[config.mk]
export PLATFORM = sky130hd
export DESIGN_NAME = it_block_tracker
export DESIGN_NICKNAME = d
export VERILOG_FILES = /design/src/rtl/it_pkg.sv /design/src/rtl/it_load_check.sv /design/src/rtl/it_slot_state.sv /design/src/rtl/it_cond_eval.sv /design/src/rtl/it_block_tracker.sv
export SDC_FILE = /design/constraint.sdc
export NUM_CORES = 1
export LEC_CHECK = 0
export CORE_UTILIZATION = 40
export DETAILED_ROUTE_END_ITERATION = 6
export DONT_BUFFER_PORTS = 1
export RECOVER_POWER = 25
export SLEW_MARGIN = 40
export SYNTH_ARGS = -nofsm -noshare
export SYNTH_HDL_FRONTEND = slang
export SYNTH_SLANG_ARGS = --single-unit
[constraint.sdc]
create_clock -name clk -period 2 [get_ports clk]
set_input_delay 0.2 -clock clk [delete_from_list [all_inputs] [get_ports clk]]
set_output_delay 0.2 -clock clk [all_outputs]
set_load 0.01 [all_outputs]
[src/rtl/it_pkg.sv]
package it_pkg;
  localparam int CW = 4;
  localparam int FW = 4;
  localparam logic [CW-1:0] COND_AL  = 4'hE;
  localparam logic [CW-1:0] COND_BAD = 4'hF;
endpackage

[src/rtl/it_load_check.sv]
module it_load_check
  import it_pkg::*;
#(
  parameter int MAX_SLOTS = 4,
  localparam int LW = $clog2(MAX_SLOTS + 1)
) (
  input  logic [CW-1:0]        cond_i,
  input  logic [LW-1:0]        len_i,
  input  logic [MAX_SLOTS-1:0] pol_i,
  output logic                 bad_o
);
  logic [MAX_SLOTS-1:0] live_else;

  // An else slot counts only if it lies inside the block; slot 0 is always then.
  genvar g;
  generate
    for (g = 0; g < MAX_SLOTS; g++) begin : g_slot
      if (g == 0) begin : g_first
        assign live_else[g] = 1'b0;
      end else begin : g_rest
        assign live_else[g] = pol_i[g] && (LW'(g) < len_i);
      end
    end
  endgenerate

  always_comb begin
    bad_o = 1'b0;
    if (len_i == '0) bad_o = 1'b1;
    if (len_i > LW'(MAX_SLOTS)) bad_o = 1'b1;
    if (cond_i == COND_BAD) bad_o = 1'b1;
    if (cond_i == COND_AL && |live_else) bad_o = 1'b1;
  end
endmodule

[src/rtl/it_slot_state.sv]
module it_slot_state
  import it_pkg::*;
#(
  parameter int MAX_SLOTS = 4,
  localparam int LW = $clog2(MAX_SLOTS + 1)
) (
  input  logic                 clk,
  input  logic                 rst_n,
  input  logic                 load_i,
  input  logic [CW-1:0]        cond_i,
  input  logic [LW-1:0]        len_i,
  input  logic [MAX_SLOTS-1:0] pol_i,
  input  logic                 adv_i,
  input  logic                 flush_i,
  output logic                 in_blk_o,
  output logic [CW-1:0]        cur_cond_o
);
  logic [LW-1:0]        rem_q;
  logic [CW-1:0]        base_q;
  logic [MAX_SLOTS-1:0] pol_q;

  always_ff @(posedge clk or negedge rst_n) begin
    if (!rst_n) begin
      rem_q  <= '0;
      base_q <= COND_AL;
      pol_q  <= '0;
    end else if (flush_i) begin
      rem_q <= '0;
      pol_q <= '0;
    end else if (load_i) begin
      rem_q  <= len_i;
      base_q <= cond_i;
      pol_q  <= {pol_i[MAX_SLOTS-1:1], 1'b0};
    end else if (adv_i && rem_q != '0) begin
      rem_q <= rem_q - 1'b1;
      pol_q <= pol_q >> 1;
    end
  end

  assign in_blk_o   = (rem_q != '0);
  assign cur_cond_o = in_blk_o ? (base_q ^ {{(CW-1){1'b0}}, pol_q[0]}) : COND_AL;

  AST_FLUSH_CLEARS: assert property (@(posedge clk) disable iff (!rst_n)
    flush_i |=> rem_q == '0);
  AST_ADV_STEP: assert property (@(posedge clk) disable iff (!rst_n)
    (in_blk_o && adv_i && !flush_i) |=> rem_q == $past(rem_q) - 1'b1);
  AST_LOAD_ENTERS: assert property (@(posedge clk) disable iff (!rst_n)
    (load_i && !flush_i) |=> (rem_q == $past(len_i)) && (cur_cond_o == $past(cond_i)));
  AST_HOLD_SLOT: assert property (@(posedge clk) disable iff (!rst_n)
    (in_blk_o && !adv_i && !flush_i) |=> $stable(rem_q) && $stable(cur_cond_o));
  AST_REM_RANGE: assert property (@(posedge clk) disable iff (!rst_n)
    rem_q <= LW'(MAX_SLOTS));
endmodule

[src/rtl/it_cond_eval.sv]
module it_cond_eval
  import it_pkg::*;
(
  input  logic [CW-1:0] cond_i,
  input  logic [FW-1:0] flags_i,
  output logic          pass_o
);
  logic n, z, c, v, raw;
  assign {n, z, c, v} = flags_i;

  // Codes pair up: the upper three bits pick a test, bit 0 inverts it.
  always_comb begin
    unique case (cond_i[3:1])
      3'd0: raw = z;
      3'd1: raw = c;
      3'd2: raw = n;
      3'd3: raw = v;
      3'd4: raw = c & ~z;
      3'd5: raw = (n == v);
      3'd6: raw = ~z & (n == v);
      default: raw = 1'b1;
    endcase
    pass_o = (cond_i[3:1] == 3'd7) ? 1'b1 : (raw ^ cond_i[0]);
  end

  always_comb begin
    AST_AL_EXECUTES: assert (cond_i != COND_AL || pass_o);
  end
endmodule

[src/rtl/it_block_tracker.sv]
module it_block_tracker
  import it_pkg::*;
#(
  parameter int MAX_SLOTS = 4,
  localparam int LW = $clog2(MAX_SLOTS + 1)
) (
  input  logic                 clk,
  input  logic                 rst_n,
  input  logic                 ld_valid_i,
  output logic                 ld_ready_o,
  input  logic [3:0]           ld_cond_i,
  input  logic [LW-1:0]        ld_len_i,
  input  logic [MAX_SLOTS-1:0] ld_pol_i,
  output logic                 ld_err_o,
  input  logic                 adv_i,
  input  logic                 flush_i,
  input  logic [3:0]           flags_i,
  output logic                 in_blk_o,
  output logic [3:0]           cur_cond_o,
  output logic                 exec_o
);
  logic bad;
  logic accept;

  it_load_check #(.MAX_SLOTS(MAX_SLOTS)) u_check (
    .cond_i (ld_cond_i),
    .len_i  (ld_len_i),
    .pol_i  (ld_pol_i),
    .bad_o  (bad)
  );

  assign ld_ready_o = ~in_blk_o;
  assign accept     = ld_valid_i & ld_ready_o & ~bad & ~flush_i;
  assign ld_err_o   = ld_valid_i & ~flush_i & (in_blk_o | bad);

  it_slot_state #(.MAX_SLOTS(MAX_SLOTS)) u_state (
    .clk        (clk),
    .rst_n      (rst_n),
    .load_i     (accept),
    .cond_i     (ld_cond_i),
    .len_i      (ld_len_i),
    .pol_i      (ld_pol_i),
    .adv_i      (adv_i),
    .flush_i    (flush_i),
    .in_blk_o   (in_blk_o),
    .cur_cond_o (cur_cond_o)
  );

  it_cond_eval u_eval (
    .cond_i  (cur_cond_o),
    .flags_i (flags_i),
    .pass_o  (exec_o)
  );

  AST_ERR_NO_ENTRY: assert property (@(posedge clk) disable iff (!rst_n)
    (ld_err_o && !in_blk_o) |=> !in_blk_o);
  AST_BUSY_KEEPS: assert property (@(posedge clk) disable iff (!rst_n)
    (ld_valid_i && in_blk_o && !adv_i && !flush_i) |=> $stable(cur_cond_o));
  AST_IDLE_ALWAYS: assert property (@(posedge clk) disable iff (!rst_n)
    !in_blk_o |-> exec_o);
endmodule

==> flow_summary.json, run 1 <==
{
  "fmax_mhz": 505,
  "async_flop_share": 1.00,
  "setup_viol": 0,
  "gp_congestion": 0.771,
  "synth_ff_type": "dfrtp_1",
  "grt_pass1_vias": 693,
  "path_class": "reg -> out",
  "worstPathArrival_ns": 1.78,
  "drt-vias-per-instance": 5.40,
  "drt_iter0_drc": 14,
  "final_util": 0.565,
  "num_rows": 15,
  "end_kind": "output pin",
  "synth_nets": 108,
  "slew_headroom": 0.635,
  "p_per_area_nw_per_um2": 1330,
  "avgSynthCellArea_sq_um": 9.50,
  "r2r-start": "u_state.rem_q[0]",
  "crit_family": "compound AO/OA/AOI/OAI gates",
  "startpoint_type": "flip-flop",
  "hold_ws_ns": 0.0356,
  "fin_crit_sh": 0.990,
  "min_path_cells": 2,
  "final.setup.tns_ns": 0,
  "leakagePower_uw": 0.000437,
  "tightest_slew_ns": 0.546,
  "synthTopCellsByCount": "10 x nand2_1, 8 x dfrtp_1, 8 x nor2_1, 8 x o21ai_0",
  "synth-edff-count": 0,
  "fin_cells": 131,
  "antenna_found_initial": 0,
  "synth_area_leaders": "dfrtp_1 25%, dfstp_2 9.6%, o21ai_0 4.9%",
  "rsz0062_at_grt": "true",
  "ios": 28,
  "cp-startpoint": "u_state.rem_q[0]",
  "clock-skew-final_ns": 0.00258,
  "die_w_um": 47.2,
  "cts_root_buffer": "clkbuf_4",
  "dieArea_sq_um": 2230,
  "yosysWarningCount": 0,
  "cts_max_level": 1,
  "area_growth_syn_to_layout_pct": 25.9,
  "cp_slowest_stage_delay_ns": 0.40,
  "status": "finished clean",
  "rr_worst_depth": 9,
  "drc": 0,
  "grt_max_degree": 12,
  "core_area_sq_um": 1820,
  "hp-start": "ld_cond_i[3]",
  "cts.path.max_buffers": 2,
  "netlist.area_leader.share": 0.245,
  "dr.pass1.iters": 4,
  "port_buffers": 0,
  "die_h_um": 47.2,
  "hold_end": "u_state.base_q[3]",
  "clock_latency_ns": 0.27,
  "netlist_area_sq_um": 817,
  "cp_cell_sequence": "inv_2, ha_4, nand2b_4, nand2b_4, mux2i_1, a32oi_1, mux2i_1, a211o_1",
  "synth_seq_cells": 11,
  "cp_num_buf_inv": 1,
  "grt_overflow": 0,
  "max-cap-violations": 0,
  "hp-class": "in -> reg",
  "synth_sequential_area_ratio": 0.342,
  "layout-drive-gt1-share": 0.368,
  "vias": 708,
  "worstPathRequired_ns": 1.80,
  "synth.distinct_cells": 35,
  "placed_cells": 121,
  "clock-sinks": 11,
  "synthMostInstantiatedCell": "nand2_1",
  "synth_top_area_cell": "dfrtp_1",
  "routedWlPerCell_um": 14.5,
  "final_nets": 129,
  "reg2reg_to": "u_state.rem_q[2]",
  "grt.total_usage": 0.200,
  "syn_inst": 86,
  "hold_viol": 0,
  "worstPathMaxFanout": 4,
  "peakVddDrop_mv": 0.672,
  "slew_violations": 0,
  "antenna_cells": 0,
  "cts_made_buffers": 3,
  "cts_tree": "done",
  "min_period_ns": 1.98,
  "place_hpwl_um": 1470,
  "grt_pass1_wl_um": 2910,
  "ant_nets": 0,
  "rrSetupSlack_ns": 0.07,
  "drt-total-wl_um": 1900,
  "critPathSlowestCell": "dfrtp_1",
  "initial_core_util": 0.449,
  "path_clk_slew_ns": 0.07
}
[cells by family (layout without fill, tap and decap cells)]
family	Yosys count	in the layout	share of synthesized area
muxes	7	7	0.103
AOI/OAI and AO/OA	24	24	0.234
buffers and inverters	6	26	0.0521
xor gates and xnor gates	3	3	0.0322
DFF	11	11	0.342
adders and majority gates	2	2	0.0306
and+or+nand+nor	33	33	0.207
[timing repair]
action                                 in CTS  in global routing
setup endpoints to repair                   2                  2
pin swaps                                   2                  0
buffers inserted                            5                  0
gates resized for setup                     3                  1
endpoints found under the hold margin      11                  0
gates cloned                                0                  0
hold buffers                                1                  0
[registers in the layout, indices dropped and copies added, names as in the netlist]
register	cells
u_state.base_q	4
u_state.pol_q	4
u_state.rem_q	3
[final cells by class]
cell class,count,area (sq um)
Tap cell,25,31.3
Inverter,4,20.0
Clock buffer,4,26.3
Fill cell,175,792
Timing Repair Buffer,18,141
Multi-Input combinational cell,69,531
Sequential cell,11,279
[through the flow]
step                      setup WS, ns  instance area [sq um]  total power, uW
after detailed placement      -0.00790                    936             1070
after global placement          0.0211                    936             1060
after floorplan                0.00262                    837              894
final                           0.0191                   1030             1360
after CTS                      0.00620                   1020             1360
after global routing           -0.0451                   1030             1480
[layout by cell type (no fill, tap or decap), types with 2 or more instances in the layout]
cell type  instances
mux2i_1            2
buf_4             16
dfrtp_1            8
nor3_1             2
a21oi_1            3
dfstp_2            3
a2bb2oi_1          3
nand2b_4           2
xnor2_1            3
o21ai_0            8
mux2_2             3
nand2_1           10
inv_2              2
nand3_1            3
clkbuf_4           3
mux2_4             2
nor2_1             8
[power by group]
group          internal (uW)  switching, uW  leakage, uW  total [uW]
Combinational            445            368     0.000287         813
Clock                   77.2           73.7    0.0000150         151
Sequential               322           78.3     0.000135         400
Total                    844            520     0.000437        1360
[layer usage]
| layer | share of wire | wire, um | track usage | vias up |
|---|---|---|---|---|
| li1 | - | - | - | 351 |
| met5 | 0 | 0 | 0 | - |
| met3 | 0.055 | 104 | 0.0654 | 4 |
| met4 | 0.020 | 38 | 0.103 | 0 |
| met2 | 0.50 | 954 | 0.328 | 19 |
| met1 | 0.42 | 804 | 0.235 | 334 |
[worst max path at each step]
stage                             to  slack [ns]  cells past startpoint
floorplan           u_state.rem_q[2]       0.003                     10
CTS                           exec_o       0.006                      8
detailed placement  u_state.rem_q[2]      -0.008                      9
global placement    u_state.rem_q[2]        0.02                      9
finish                        exec_o        0.02                      8
global route                  exec_o       -0.05                      8
[worst register-to-register path, stage by stage, from the launching register on]
cell and delay (ns):
dfrtp_1 0.40, inv_2 0.08, ha_4 0.13, nand2b_4 0.09, inv_6 0.07, nand3_4 0.06
a41oi_4 0.20, and3b_4 0.24, mux2_4 0.29, mux2_4 0.25
Note: power is estimated with default switching activity, not from simulation.
==> inputs of run 2 (changes only) <==
--- a/config.mk
+++ b/config.mk
@@ -5,6 +5,7 @@
 export SDC_FILE = /design/constraint.sdc
 export NUM_CORES = 1
 export LEC_CHECK = 0
+export CORE_ASPECT_RATIO = 1.2
 export CORE_UTILIZATION = 40
 export DETAILED_ROUTE_END_ITERATION = 6
 export DONT_BUFFER_PORTS = 1
==> run 2 against run 1 <==
Net effect: the flow now finishes with violations (setup timing); global-route usage shrank 2.7 points; highest routed layer unchanged; setup slack got worse by 0.031 ns; first-iteration DRC count is 29% higher.
==> flow_summary.json, run 2 (synthesis results as in run 1) <==
{
  "cts_max_level": 1,
  "clock_latency_ns": 0.26,
  "routedWlPerCell_um": 14.5,
  "drc": 0,
  "fin_crit_sh": 1.01,
  "cp-startpoint": "u_state.rem_q[0]",
  "path_class": "reg -> out",
  "r2r-start": "u_state.rem_q[0]",
  "dieArea_sq_um": 2230,
  "grt_pass1_vias": 700,
  "switchingPower_uw": 493,
  "end_kind": "output pin",
  "core_area_sq_um": 1870,
  "multi_input_comb_area_sq_um": 531,
  "power.total_uw": 1250,
  "tightest_slew_ns": 0.500,
  "initial_core_util": 0.436,
  "leakagePower_uw": 0.000402,
  "rsz0062_at_grt": "true",
  "top_regs": "u_state.base_q x4, u_state.pol_q x4, u_state.rem_q x3",
  "slew_violations": 0,
  "ant_nets": 0,
  "switching_share": 0.393,
  "grt_overflow": 0,
  "layout-drive-gt1-share": 0.323,
  "max-cap-violations": 0,
  "critPathSlowestCell": "dfrtp_1",
  "cp_cell_sequence": "inv_2, ha_4, nand2b_4, nand2b_4, mux2i_1, a32oi_1, mux2i_1, a211o_1",
  "p_int_uw": 761,
  "drt-vias-per-instance": 5.90,
  "final.fill_count": 184,
  "cts_made_buffers": 3,
  "port_buffers": 0,
  "fmax_mhz": 497,
  "cts_root_buffer": "clkbuf_4",
  "hp-class": "in -> reg",
  "startpoint_type": "flip-flop",
  "antenna_found_initial": 0,
  "status": "finished with violations",
  "peakVddDrop_mv": 0.623,
  "cp_slowest_stage_delay_ns": 0.39,
  "grt_pass1_wl_um": 2900,
  "worst_slack_ns": -0.0117,
  "grt.total_usage": 0.174,
  "pwr-share-seq": 0.320,
  "slew_headroom": 0.666,
  "drt_iter0_drc": 18,
  "place_hpwl_um": 1390,
  "rrSetupSlack_ns": 0.09,
  "p_clk_frac": 0.118,
  "ios": 28,
  "path_clk_slew_ns": 0.07,
  "antenna_cells": 0,
  "final_cell_mix": "10 x nand2_1, 10 x buf_4, 8 x nor2_1, 8 x o21ai_0, 8 x dfrtp_1",
  "hold_viol": 0,
  "drt-total-wl_um": 1710,
  "dr.pass1.iters": 4,
  "combPwrFrac": 0.562,
  "vias": 696,
  "area_growth_syn_to_layout_pct": 18.1,
  "gp_congestion": 0.774,
  "die_h_um": 51.5,
  "cts.path.max_buffers": 2,
  "p_per_area_nw_per_um2": 1300,
  "setup_viol": 1,
  "clock-skew-final_ns": 0.00227,
  "die_w_um": 43.3,
  "grt_max_degree": 12,
  "final_nets": 122,
  "num_rows": 17,
  "min_period_ns": 2.01,
  "worstPathMaxFanout": 4,
  "worstPathArrival_ns": 1.81,
  "hp-start": "ld_cond_i[3]",
  "register_area_sq_um": 279,
  "cts_tree": "done",
  "failed_checks": "setup timing",
  "worstPathRequired_ns": 1.80,
  "clock-sinks": 11,
  "final_util": 0.515
}
==> run 2: cell types whose count changed in the layout (fill, tap and decap cells not counted), sizes merged <==
cell / before / now
buf: 17 / 10
==> run 2: final timing paths <==
check                                          to  depth (start not counted)
worst min register to register   u_state.pol_q[3]                          1
max in group asynchronous       u_state.base_q[3]                          1
worst max register to register   u_state.rem_q[2]                          9
worst max-delay path                       exec_o                          8
min in group asynchronous        u_state.pol_q[3]                          1
worst min-delay path            u_state.base_q[3]                          2
==> run 2: metal layers <==
layer | global-route usage | wire [um] | vias to the layer above
li1 | - | - | 338
met1 | 0.190 | 706 | 331
met2 | 0.326 | 880 | 25
met3 | 0.0347 | 108 | 2
met4 | 0.0606 | 14 | 0
met5 | 0 | 0 | -
==> run 2: power by group through the flow <==
stage	combinational, uW	sequential (uW)	clock (uW)
after floorplan	513	381	0
final	705	401	148
after detailed placement	634	407	0
after global routing	776	418	164
after global placement	618	403	0
after CTS	710	403	153
==> run 2: worst max-delay path, delay by kind of cell, from the launching register on <==
kind | cells | cell delay, ns
DFF | 1 | 0.39
buffers and inverters | 1 | 0.09
and+or+nand+nor | 2 | 0.16
adders and majority gates | 1 | 0.14
AOI/OAI and AO/OA | 2 | 0.43
muxes | 2 | 0.34
==> run 2: timing repair <==
item | CTS | global route
hold endpoints to repair | 11 | 0
hold buffers | 1 | 0
gates resized for setup | 3 | 0
cloned | 0 | 0
setup endpoints to repair | 2 | 1
buffers inserted | 3 | 0
pin swaps | 2 | 0
==> run 2: area by class of cell <==
type                            count  area share
Multi-Input combinational cell     69       0.550
Clock buffer                        4      0.0272
Tap cell                           19      0.0246
Sequential cell                    11       0.289
Timing Repair Buffer               11      0.0882
Inverter                            4      0.0208
==> run 2: per-stage QoR <==
| stage | cells | hold slack [ns] | setup TNS (ns) | area, sq um | setup WS, ns |
|---|---|---|---|---|---|
| 3_5_place_dp | 110 | -0.0952 | 0 | 891 | 0.00544 |
| 3_3_place_gp | 110 | -0.0952 | 0 | 891 | 0.0408 |
| 2_1_floorplan | 86 | -0.0956 | 0 | 837 | 0.00262 |
| 6_report | 118 | 0.0516 | -0.0117 | 965 | -0.0117 |
| 4_1_cts | 118 | 0.0447 | -0.0245 | 965 | -0.0245 |
| 5_1_grt | 118 | 0.0529 | -0.109 | 965 | -0.109 |
==> inputs of run 3 (changes only) <==
--- a/config.mk
+++ b/config.mk
@@ -10,6 +10,7 @@
 export DETAILED_ROUTE_END_ITERATION = 6
 export DONT_BUFFER_PORTS = 1
 export RECOVER_POWER = 25
+export SKIP_CTS_REPAIR_TIMING = 1
 export SLEW_MARGIN = 40
 export SYNTH_ARGS = -nofsm -noshare
 export SYNTH_HDL_FRONTEND = slang
==> run 3 against run 2 <==
Net effect: the flow still finishes with violations (setup timing); setup slack got worse by 0.0091 ns; non-clock buffer count increased by 5; combinational power increased by 12%; sequential share of layout area decreased by 1.7 points; maximum frequency decreased by 0.45%; count of clock-buffer cells in the layout unchanged; via count increased by 3.4%; utilization increased by 3.3 points; clock skew about the same; largest power group unchanged; highest routed layer unchanged.
==> flow_summary.json, run 3 (synthesis results as in run 1) <==
{
  "p_clk_frac": 0.111,
  "clock-skew-final_ns": 0.00240,
  "drt_iter0_drc": 9,
  "slew_headroom": 0.667,
  "grt.total_usage": 0.170,
  "max-cap-violations": 0,
  "final.fill_count": 182,
  "initial_core_util": 0.436,
  "place_hpwl_um": 1390,
  "busiest_layer": "met2",
  "core_area_sq_um": 1870,
  "peakVddDrop_mv": 0.674,
  "worstPathRequired_ns": 2.15,
  "port_buffers": 0,
  "clock_latency_ns": 0.26,
  "die_w_um": 43.3,
  "switchingPower_uw": 516,
  "fmax_mhz": 495,
  "path_clk_slew_ns": 0.07,
  "grt_pass1_vias": 677,
  "critPathMostFrequentCell": "mux2_4",
  "final_common_cell": "buf_4",
  "vias": 720,
  "p_int_uw": 823,
  "p_per_area_nw_per_um2": 1300,
  "grt_overflow": 0,
  "die_h_um": 51.5,
  "power.total_uw": 1340,
  "cts_made_buffers": 3,
  "startpoint_type": "flip-flop",
  "final_nets": 127,
  "hp-class": "in -> reg",
  "grt_max_degree": 12,
  "hold_viol": 0,
  "gr-usage-met3": 0.0347,
  "status": "finished with violations",
  "combPwrFrac": 0.588,
  "cts.path.max_buffers": 2,
  "num_rows": 17,
  "layout-drive-gt1-share": 0.356,
  "failed_checks": "setup timing",
  "ant_nets": 0,
  "pwr-share-seq": 0.301,
  "cts_root_buffer": "clkbuf_4",
  "switching_share": 0.385,
  "end_kind": "flip-flop",
  "dieArea_sq_um": 2230,
  "final_cell_mix": "13 x buf_4, 10 x nand2_1, 8 x nor2_1, 8 x o21ai_0, 8 x dfrtp_1",
  "leakagePower_uw": 0.000436,
  "fin_crit_sh": 1.01,
  "worstPathMaxFanout": 4,
  "dp_slack_ns": 0.00544,
  "clock-sinks": 11,
  "slew_violations": 0,
  "worst_slack_ns": -0.0208,
  "min_period_ns": 2.02,
  "antenna_cells": 0,
  "drt-total-wl_um": 1790,
  "routedWlPerCell_um": 14.6,
  "area_growth_syn_to_layout_pct": 25.6,
  "cts_max_level": 1,
  "cp_cell_sequence": "inv_2, ha_4, nand2b_4, buf_12, clkinv_8, nand3_4, a41oi_4, and3b_4, mux2_4, mux2_4",
  "met1_usage": 0.190,
  "worstPathArrival_ns": 2.17,
  "cts_tree": "done",
  "grt_util_met2": 0.313,
  "antenna_found_initial": 0,
  "path_class": "reg -> reg",
  "dr.pass1.iters": 4,
  "hold_ws_ns": 0.0501,
  "cp_slowest_stage_delay_ns": 0.39,
  "top_regs": "u_state.base_q x4, u_state.pol_q x4, u_state.rem_q x3",
  "rsz0062_at_grt": "true",
  "final_util": 0.548,
  "grt_pass1_wl_um": 2820,
  "ios": 28,
  "critPathSlowestCell": "dfrtp_1",
  "setup_viol": 2,
  "tightest_slew_ns": 0.498,
  "gp_congestion": 0.774,
  "drc": 0,
  "drt-vias-per-instance": 5.85
}
==> run 3: worst paths after layout <==
check,from,endpoint,slack (ns),cells after the start
setup reg to reg,u_state.rem_q[0],u_state.rem_q[2],-0.02,10
setup / recovery,u_state.rem_q[0],u_state.rem_q[2],-0.02,10
hold reg to reg,u_state.pol_q[3],u_state.pol_q[3],0.53,1
min in group asynchronous,rst_n,u_state.pol_q[3],0.34,1
hold / removal,ld_cond_i[3],u_state.base_q[3],0.05,2
max in group asynchronous,rst_n,u_state.base_q[3],1.31,1
==> run 3: power by group through the flow <==
stage	combinational, uW	sequential (uW)	clock (uW)
2_1_floorplan	513	381	0
3_3_place_gp	618	403	0
3_5_place_dp	634	407	0
4_1_cts	636	402	153
5_1_grt	862	419	164
6_report	787	403	148
==> run 3: through the flow <==
step	area, sq um	instances	TNS [ns]
final	1030	123	-0.0291
after global routing	1030	123	-0.282
after CTS	917	114	-0.230
after detailed placement	891	110	0
after global placement	891	110	0
after floorplan	837	86	0
==> run 3: final cells by class <==
| class | count | area, sq um | area share |
|---|---|---|---|
| Clock buffer | 4 | 26.3 | 0.0256 |
| Inverter | 4 | 27.5 | 0.0268 |
| Multi-Input combinational cell | 69 | 531 | 0.517 |
| Sequential cell | 11 | 279 | 0.272 |
| Tap cell | 19 | 23.8 | 0.0232 |
| Timing Repair Buffer | 16 | 139 | 0.135 |
==> run 3: layer usage <==
layer  vias to the layer above  wire (um)
li1                        348          -
met2                        27        914
met1                       341        729
met4                         0         29
met3                         4        117
met5                         -          0
==> run 3: worst max-delay path: cells and delay by family, from the launching register on <==
family | cells | cell delay (ns)
compound gates | 1 | 0.20
fa+ha+maj | 1 | 0.14
buf+inv | 3 | 0.27
flops | 1 | 0.39
mux | 2 | 0.55
simple gates | 3 | 0.36
